==> config.mk <==
export PLATFORM = sky130hd
export DESIGN_NAME = nbhd_window
export DESIGN_NICKNAME = d
export VERILOG_FILES = /design/src/rtl/nbhd_pkg.sv /design/src/rtl/nbhd_seq.sv /design/src/rtl/nbhd_wregs.sv /design/src/rtl/nbhd_lbuf.sv /design/src/rtl/nbhd_window.sv
export SDC_FILE = /design/constraint.sdc
export NUM_CORES = 2
export LEC_CHECK = 0
export ABC_AREA = 1
export BUFFER_PORTS_ARGS = -buffer_cell sky130_fd_sc_hd__buf_2
export CORE_MARGIN = 2
export CORE_UTILIZATION = 45
export DETAILED_ROUTE_END_ITERATION = 8
export HOLD_SLACK_MARGIN = 0.15
export SYNTH_ARGS = -nofsm -noshare
export SYNTH_HDL_FRONTEND = slang
export SYNTH_HIERARCHICAL = 1
export SYNTH_SLANG_ARGS = --single-unit
==> constraint.sdc <==
create_clock -name clk -period 6.67 [get_ports clk]
set_input_delay 1.334 -clock clk [delete_from_list [all_inputs] [get_ports clk]]
set_output_delay 1.334 -clock clk [all_outputs]
set_load 0.005 [all_outputs]
==> src/rtl/nbhd_pkg.sv <==
package nbhd_pkg;
   localparam int unsigned NWORDS  = 9;
   localparam int unsigned WSEL_W  = 4;
   localparam int unsigned NSTAGE  = 6;
   localparam int unsigned LATENCY = 7;

   // sequencing steps; step 1 only exists combinationally (idle + start)
   typedef enum logic [3:0] {
      ST_IDLE   = 4'd0,
      ST_RD_TOP = 4'd1,
      ST_RD_MID = 4'd2,
      ST_RD_BOT = 4'd3,
      ST_WR_TOP = 4'd4,
      ST_WR_MID = 4'd5,
      ST_WR_BOT = 4'd6,
      ST_FILL   = 4'd7,
      ST_TAIL   = 4'd8
   } step_t;
endpackage

==> src/rtl/nbhd_seq.sv <==
module nbhd_seq
   import nbhd_pkg::*;
(
   input  logic  clk,
   input  logic  rst,
   input  logic  start,
   output step_t cur,
   output logic  accept,
   output logic  busy,
   output logic  done
);
   step_t step;

   always_ff @(posedge clk) begin
      if (rst) begin
         step <= ST_IDLE;
      end else if (step == ST_IDLE) begin
         if (start) step <= ST_RD_MID;
      end else if (step == ST_TAIL) begin
         step <= ST_IDLE;
      end else begin
         step <= step_t'(step + 4'd1);
      end
   end

   assign accept = (step == ST_IDLE) && start;
   assign cur    = accept ? ST_RD_TOP : step;
   assign busy   = (step != ST_IDLE);
   assign done   = (step == ST_TAIL);
endmodule

==> src/rtl/nbhd_wregs.sv <==
module nbhd_wregs #(
   parameter int unsigned DW    = 32,
   parameter int unsigned N     = 9,
   parameter int unsigned SEL_W = 4
) (
   input  logic             clk,
   input  logic             rst,
   input  logic [SEL_W-1:0] a_addr,
   input  logic             a_we,
   input  logic [DW-1:0]    a_wd,
   output logic [DW-1:0]    a_q,
   input  logic [SEL_W-1:0] b_addr,
   input  logic             b_we,
   input  logic [DW-1:0]    b_wd,
   output logic [DW-1:0]    b_q,
   input  logic [SEL_W-1:0] pk_sel,
   output logic [DW-1:0]    pk_data
);
   localparam logic [SEL_W-1:0] NLIM = SEL_W'(N);

   logic [DW-1:0] mem [N];

   generate
      if (N >= (1 << SEL_W)) begin : g_bad_sel
         $error("nbhd_wregs: SEL_W too narrow for N");
      end
      for (genvar i = 0; i < N; i++) begin : g_word
         always_ff @(posedge clk) begin
            if (rst)                               mem[i] <= '0;
            else if (a_we && a_addr == SEL_W'(i))  mem[i] <= a_wd;
            else if (b_we && b_addr == SEL_W'(i))  mem[i] <= b_wd;
         end
      end
   endgenerate

   // synchronous reads, one cycle of latency, read-before-write
   always_ff @(posedge clk) begin
      if (rst) begin
         a_q <= '0;
         b_q <= '0;
      end else begin
         a_q <= (a_addr < NLIM) ? mem[a_addr] : '0;
         b_q <= (b_addr < NLIM) ? mem[b_addr] : '0;
      end
   end

   assign pk_data = (pk_sel < NLIM) ? mem[pk_sel] : '0;
endmodule

==> src/rtl/nbhd_lbuf.sv <==
module nbhd_lbuf #(
   parameter int unsigned DW    = 32,
   parameter int unsigned DEPTH = 20,
   parameter int unsigned IDX_W = 6
) (
   input  logic             clk,
   input  logic             rst,
   input  logic [IDX_W-1:0] idx,
   input  logic             rd,
   input  logic             we,
   input  logic [DW-1:0]    wd,
   output logic [DW-1:0]    q
);
   localparam int unsigned      ADDR_W = (DEPTH > 1) ? $clog2(DEPTH) : 1;
   localparam logic [IDX_W-1:0] DLIM   = IDX_W'(DEPTH);

   logic [DW-1:0]     mem [DEPTH];
   logic              inb;
   logic [ADDR_W-1:0] a;

   assign inb = (idx < DLIM);
   assign a   = idx[ADDR_W-1:0];

   generate
      if (DEPTH >= (1 << IDX_W) || ADDR_W > IDX_W) begin : g_bad_depth
         $error("nbhd_lbuf: DEPTH must be below 2**IDX_W");
      end
      for (genvar i = 0; i < DEPTH; i++) begin : g_ent
         always_ff @(posedge clk) begin
            if (rst)                                mem[i] <= '0;
            else if (we && inb && a == ADDR_W'(i))  mem[i] <= wd;
         end
      end
   endgenerate

   always_ff @(posedge clk) begin
      if (rst)     q <= '0;
      else if (rd) q <= inb ? mem[a] : '0;
   end
endmodule

==> src/rtl/nbhd_window.sv <==
module nbhd_window
   import nbhd_pkg::*;
#(
   parameter int unsigned DW       = 32,
   parameter int unsigned LINE_LEN = 20,
   parameter int unsigned POS_W    = 6
) (
   input  logic              clk,
   input  logic              rst,
   input  logic              start,
   input  logic [DW-1:0]     sample_in,
   input  logic [POS_W-1:0]  pos_in,
   output logic              done,
   input  logic [WSEL_W-1:0] rd_sel,
   output logic [DW-1:0]     rd_word
);
   generate
      if (DW < 1 || LINE_LEN < 2 || LINE_LEN >= (1 << POS_W)) begin : g_bad_cfg
         $error("nbhd_window: illegal DW/LINE_LEN/POS_W combination");
      end
   endgenerate

   step_t             cur;
   logic              accept_w, busy_w;
   logic [POS_W-1:0]  pos_q;
   logic [DW-1:0]     samp_q;
   logic [DW-1:0]     stg [NSTAGE];

   logic [WSEL_W-1:0] a_addr, b_addr;
   logic              a_we, b_we;
   logic [DW-1:0]     a_wd, b_wd, a_q, b_q;
   logic              lb_rd, lbo_we, lbn_we;
   logic [DW-1:0]     lbo_wd, lbn_wd, lbo_q, lbn_q;

   nbhd_seq seq_i (
      .clk(clk), .rst(rst), .start(start),
      .cur(cur), .accept(accept_w), .busy(busy_w), .done(done)
   );

   always_ff @(posedge clk) begin
      if (rst) begin
         pos_q  <= '0;
         samp_q <= '0;
      end else if (accept_w) begin
         pos_q  <= pos_in;
         samp_q <= sample_in;
      end
   end

   // staging for the six shifted words, captured as reads return
   always_ff @(posedge clk) begin
      if (rst) begin
         for (int k = 0; k < NSTAGE; k++) stg[k] <= '0;
      end else begin
         case (cur)
            ST_RD_MID: begin stg[0] <= a_q; stg[1] <= b_q; end
            ST_RD_BOT: begin stg[2] <= a_q; stg[3] <= b_q; end
            ST_WR_TOP: begin stg[4] <= a_q; stg[5] <= b_q; end
            default: ;
         endcase
      end
   end

   always_comb begin
      a_addr = '0; a_we = 1'b0; a_wd = '0;
      b_addr = '0; b_we = 1'b0; b_wd = '0;
      lb_rd  = 1'b0;
      lbo_we = 1'b0; lbo_wd = '0;
      lbn_we = 1'b0; lbn_wd = '0;
      case (cur)
         ST_RD_TOP: begin a_addr = WSEL_W'(1); b_addr = WSEL_W'(2); end
         ST_RD_MID: begin a_addr = WSEL_W'(4); b_addr = WSEL_W'(5); end
         ST_RD_BOT: begin a_addr = WSEL_W'(7); b_addr = WSEL_W'(8); end
         ST_WR_TOP: begin
            a_addr = WSEL_W'(0); a_we = 1'b1; a_wd = stg[0];
            b_addr = WSEL_W'(1); b_we = 1'b1; b_wd = stg[1];
         end
         ST_WR_MID: begin
            a_addr = WSEL_W'(3); a_we = 1'b1; a_wd = stg[2];
            b_addr = WSEL_W'(4); b_we = 1'b1; b_wd = stg[3];
         end
         ST_WR_BOT: begin
            a_addr = WSEL_W'(6); a_we = 1'b1; a_wd = stg[4];
            b_addr = WSEL_W'(7); b_we = 1'b1; b_wd = stg[5];
            lb_rd  = 1'b1;
         end
         ST_FILL: begin
            a_addr = WSEL_W'(2); a_we = 1'b1; a_wd = lbo_q;
            b_addr = WSEL_W'(5); b_we = 1'b1; b_wd = lbn_q;
            lbo_we = 1'b1;       lbo_wd = lbn_q;
         end
         ST_TAIL: begin
            a_addr = WSEL_W'(8); a_we = 1'b1; a_wd = samp_q;
            lbn_we = 1'b1;       lbn_wd = samp_q;
         end
         default: ;
      endcase
   end

   nbhd_wregs #(.DW(DW), .N(NWORDS), .SEL_W(WSEL_W)) win_i (
      .clk(clk), .rst(rst),
      .a_addr(a_addr), .a_we(a_we), .a_wd(a_wd), .a_q(a_q),
      .b_addr(b_addr), .b_we(b_we), .b_wd(b_wd), .b_q(b_q),
      .pk_sel(rd_sel), .pk_data(rd_word)
   );

   nbhd_lbuf #(.DW(DW), .DEPTH(LINE_LEN), .IDX_W(POS_W)) lb_old_i (
      .clk(clk), .rst(rst), .idx(pos_q), .rd(lb_rd),
      .we(lbo_we), .wd(lbo_wd), .q(lbo_q)
   );

   nbhd_lbuf #(.DW(DW), .DEPTH(LINE_LEN), .IDX_W(POS_W)) lb_new_i (
      .clk(clk), .rst(rst), .idx(pos_q), .rd(lb_rd),
      .we(lbn_we), .wd(lbn_wd), .q(lbn_q)
   );
endmodule

==> reports/qor_table.md <==
| Quantity | Reported | Unit |
| --- | --- | --- |
| Initial core utilization | 45.2 | % |
| Area share of the largest cell type after synthesis | 56.4 | % |
| Non-Filler Cell Area, Final | 0.103 | mm² |
| Multiplexer share of the synthesized area | 0 | % |
| Warnings from Yosys | 6 | - |
| Adder-cell share of the synthesized area | 0.0267 | % |
| Area of the mapped netlist | 0.0936 | mm² |
| Floorplan core area | 0.207 | mm² |
| Final weighted congestion of routability-driven global placement | 0.919 | - |
| Via count | 77,061 | - |
| Required time worst endpoint | 5340 | ps |
| Clock slew at reported path FFs | 60 | ps |
| Total routing resource utilization after global routing | 30.5 | % |
| Layout fillers | 19,461 | - |
| Total net switching power | 12.4 | mW |
| Startpoint of the lowest-slack hold path | samp_q[12] | - |
| Post-synthesis share of cell area spent on and, or, nand and nor gates | 30.0 | % |
| Length of the first detailed-routing pass in iterations | 6 | - |
| Wirelength per Cell | 24.2 | µm |
| Post-Route WL | 329,000 | µm |
| Root Driver | sky130_fd_sc_hd__clkbuf_16 | - |
| Number of nets in the final layout | 10,696 | - |
| Outcome | finished clean | - |
| H-tree lvl count | 4 | - |
| Setup tns final | 0 | ps |
| Count of boundary I/O pins | 78 | - |
| Arrival time reported for the critical path endpoint | 3550 | ps |
| Maximum net fanout on the critical path | 49 | - |
| Syn nets | 11,050 | - |
| Avg Inst Size Synth | 8.51 | µm² |
| Synthesized-area fraction occupied by ao, oa, aoi and oai cells | 4.05 | % |
| Worst VDD drop | 0.566 | mV |
| Proportion of power drawn by the clock network | 33.1 | % |
| Overall Power | 34.8 | mW |
| Reg power frac | 41.3 | % |
| Commonest non-fill, non-tap cell in the layout | sky130_fd_sc_hd__nand2_1 | - |
| DR vias/cell | 5.66 | - |
| Internal portion of total power | 22.4 | mW |
| Main combinational cell family by area after synthesis | simple AND/OR/NAND/NOR gates | - |
| Nature of the critical path endpoint | output port | - |
| Portion of the post-synthesis area used by sequential elements | 60.1 | % |
| Parity-gate share of the synthesized area counting xor and xnor cells | 0.00935 | % |
| Synth cell types | 33 | - |
| Highest-count cells in the layout ignoring fill and taps | sky130_fd_sc_hd__nand2_1, sky130_fd_sc_hd__edfxtp_1, sky130_fd_sc_hd__nor2_1, sky130_fd_sc_hd__nand3_1, sky130_fd_sc_hd__inv_1 | - |
| Maximum number of pins on one net before global-route repair | 168 | - |
| Area growth from synthesis to layout | 9.64 | % |
| Slew @ Worst Pin | 1320 | ps |
| Count of endpoints failing hold in the final timing report | 0 | - |
| # clock sinks | 1,930 | - |
| Cell count after synthesis | 11,003 | - |
| FF+latch count, synth | 1,930 | - |
| Final Setup Violations | 0 | - |
| Final HPWL from detailed placement | 194,000 | µm |
| Hold path depth | 2 | - |
| Reported max-cap violation count | 0 | - |
| DRC errors left | 0 | - |
| Post-Route Skew | 57.7 | ps |
| Final period util | 73.3 | % |
| Share of post-route cells with drive strength above 1 | 6.74 | % |
| Critical path launch point type | input pin | - |
| Setup repair after global routing missed its margin | false | - |
| GRT overflow | 0 | - |
| Die Footprint | 0.212 | mm² |
| Clk buf depth | 3 | - |
| Clock buffer count from CTS | 205 | - |
| Die width | 460 | µm |
| RR Startpoint | seq_i/step[0] | - |
| Top area cells in the synthesized netlist | sky130_fd_sc_hd__edfxtp_1, sky130_fd_sc_hd__nand2_1, sky130_fd_sc_hd__nor2_1 | - |
| Number of standard-cell rows in the floorplan | 167 | - |
| First-pass GRT wire length | 478,000 | µm |
| Number of gates resized after CTS | 0 | - |
| Antenna-violating nets left | 0 | - |
| Vias in the first global route | 71,917 | - |
| Proportion of power drawn by combinational gates | 25.5 | % |
| IO buf count | 77 | - |
| Number of setup buffers added after CTS | 0 | - |
| Total placed instance area | 0.0959 | mm² |
| Clock tree from TritonCTS | yes | - |
| R2r worst-path depth | 12 | - |
| Vertical extent of the die | 460 | µm |
| Count of pins over their slew limit | 0 | - |
| Cell accounting for the most synthesized area | sky130_fd_sc_hd__edfxtp_1 | - |
| Switching share of total power | 35.6 | % |
| Later-pin clock latency in the skew report | 880 | ps |
| Cts-stage hold buffer count | 0 | - |
| Power per unit of standard cell area | 339 | mW/mm² |
| Rel. slew slack | 11.8 | % |
| Kind of critical path | in2out | - |
| Post-route minimum period | 4890 | ps |
| Pleak | 40.8 | nW |
| Top achievable clock speed | 205 | MHz |
| Number of antenna violations at the first check in global routing | 8 | - |
| Number of DRC markers after the initial detailed-route iteration | 9,614 | - |
| Worst-case register-to-register setup slack | 2020 | ps |
| Classification of the worst-slack hold path | reg2reg | - |
| Endpoint of the worst hold-timing path | samp_q[12] | - |
| Terminus of the critical flop-to-flop path | win_i/mem[6][31] | - |
==> metrics by stage <==
step	hold slack, ps	worst slack [ps]	instances	util [%]
2_1_floorplan	431	1060	11003	-
5_1_grt	478	1760	13614	49.6
6_report	458	1780	13616	49.6
3_3_place_gp	448	1170	13230	46.3
4_1_cts	463	1870	13613	49.6
3_5_place_dp	454	1260	13230	46.3
==> how the worst max path moves through the flow <==
stage,startpoint,cells after the start,endpoint
2_1_floorplan,start,14,lb_new_i/mem[13][0]
3_3_place_gp,start,14,win_i/mem[4][27]
3_5_place_dp,start,14,win_i/mem[4][27]
4_1_cts,rd_sel[0],8,rd_word[3]
5_1_grt,rd_sel[0],8,rd_word[3]
6_report,rd_sel[0],8,rd_word[3]
==> state kept, by name, summed over array words and instances (netlist names) <==
| name | cells |
|---|---|
| win_i/mem | 288 |
| lb_new_i/q | 32 |
| win_i/b_q | 32 |
| stg | 192 |
| lb_new_i/mem | 640 |
| win_i/a_q | 32 |
| seq_i/step | 4 |
| lb_old_i/mem | 640 |
| pos_q | 6 |
| samp_q | 32 |
| lb_old_i/q | 32 |
==> final cells by class <==
class,count,area (µm²),area share (%)
diodes,3,7.51,0.00731
inverters,471,1790,1.75
well taps,2788,3490,3.40
clock inverters,93,960,0.935
flip-flops and latches,1930,56300,54.8
repair buffers,251,1800,1.75
multi-input cells,7790,32600,31.7
clock buffers,290,5820,5.66
==> routing by layer <==
metal  vias up  track usage [%]  wire [µm]
li1      34812                -          -
met1     37104             41.4     130000
met2      4377             46.7     147000
met3       760             6.01      35100
met4         8             15.2      17900
met5         -                0         49
==> power groups by stage <==
| stage | Sequential [mW] | Clock, mW | Combinational [mW] |
|---|---|---|---|
| after floorplan | 14.4 | 0 | 5.54 |
| after global placement | 14.6 | 0 | 8.60 |
| after detailed placement | 14.6 | 0 | 8.64 |
| after CTS | 14.4 | 11.6 | 8.67 |
| after global routing | 14.4 | 12.1 | 9.50 |
| final | 14.4 | 11.5 | 8.88 |
==> worst max-delay path: stages <==
cell	delay [ps]
sky130_fd_sc_hd__buf_4	140
sky130_fd_sc_hd__clkinv_2	460
sky130_fd_sc_hd__buf_4	520
sky130_fd_sc_hd__o21ai_0	290
sky130_fd_sc_hd__nand3_1	120
sky130_fd_sc_hd__nand3_1	100
sky130_fd_sc_hd__nand2_1	270
sky130_fd_sc_hd__buf_2	240
==> Yosys cell counts (all sizes together) <==
cell type / count
ha: 2
buf: 475
a31oi: 1
inv: 436
nand4: 103
nand3: 570
o21bai: 66
nor2: 1789
a211oi: 1
clkinv: 35
or2: 2
clkbuf: 337
nand2: 4658
dfxtp: 170
xnor2: 1
o21ai: 210
nor3: 7
o22ai: 256
a21oi: 124
edfxtp: 1760
==> kinds of logic after synthesis <==
family | count (synthesis)
fa+ha+maj | 2
buf+inv | 1283
xor+xnor | 1
simple gates | 7129
compound gates | 658
flops | 1930
Power figures use the tool's default switching activity.
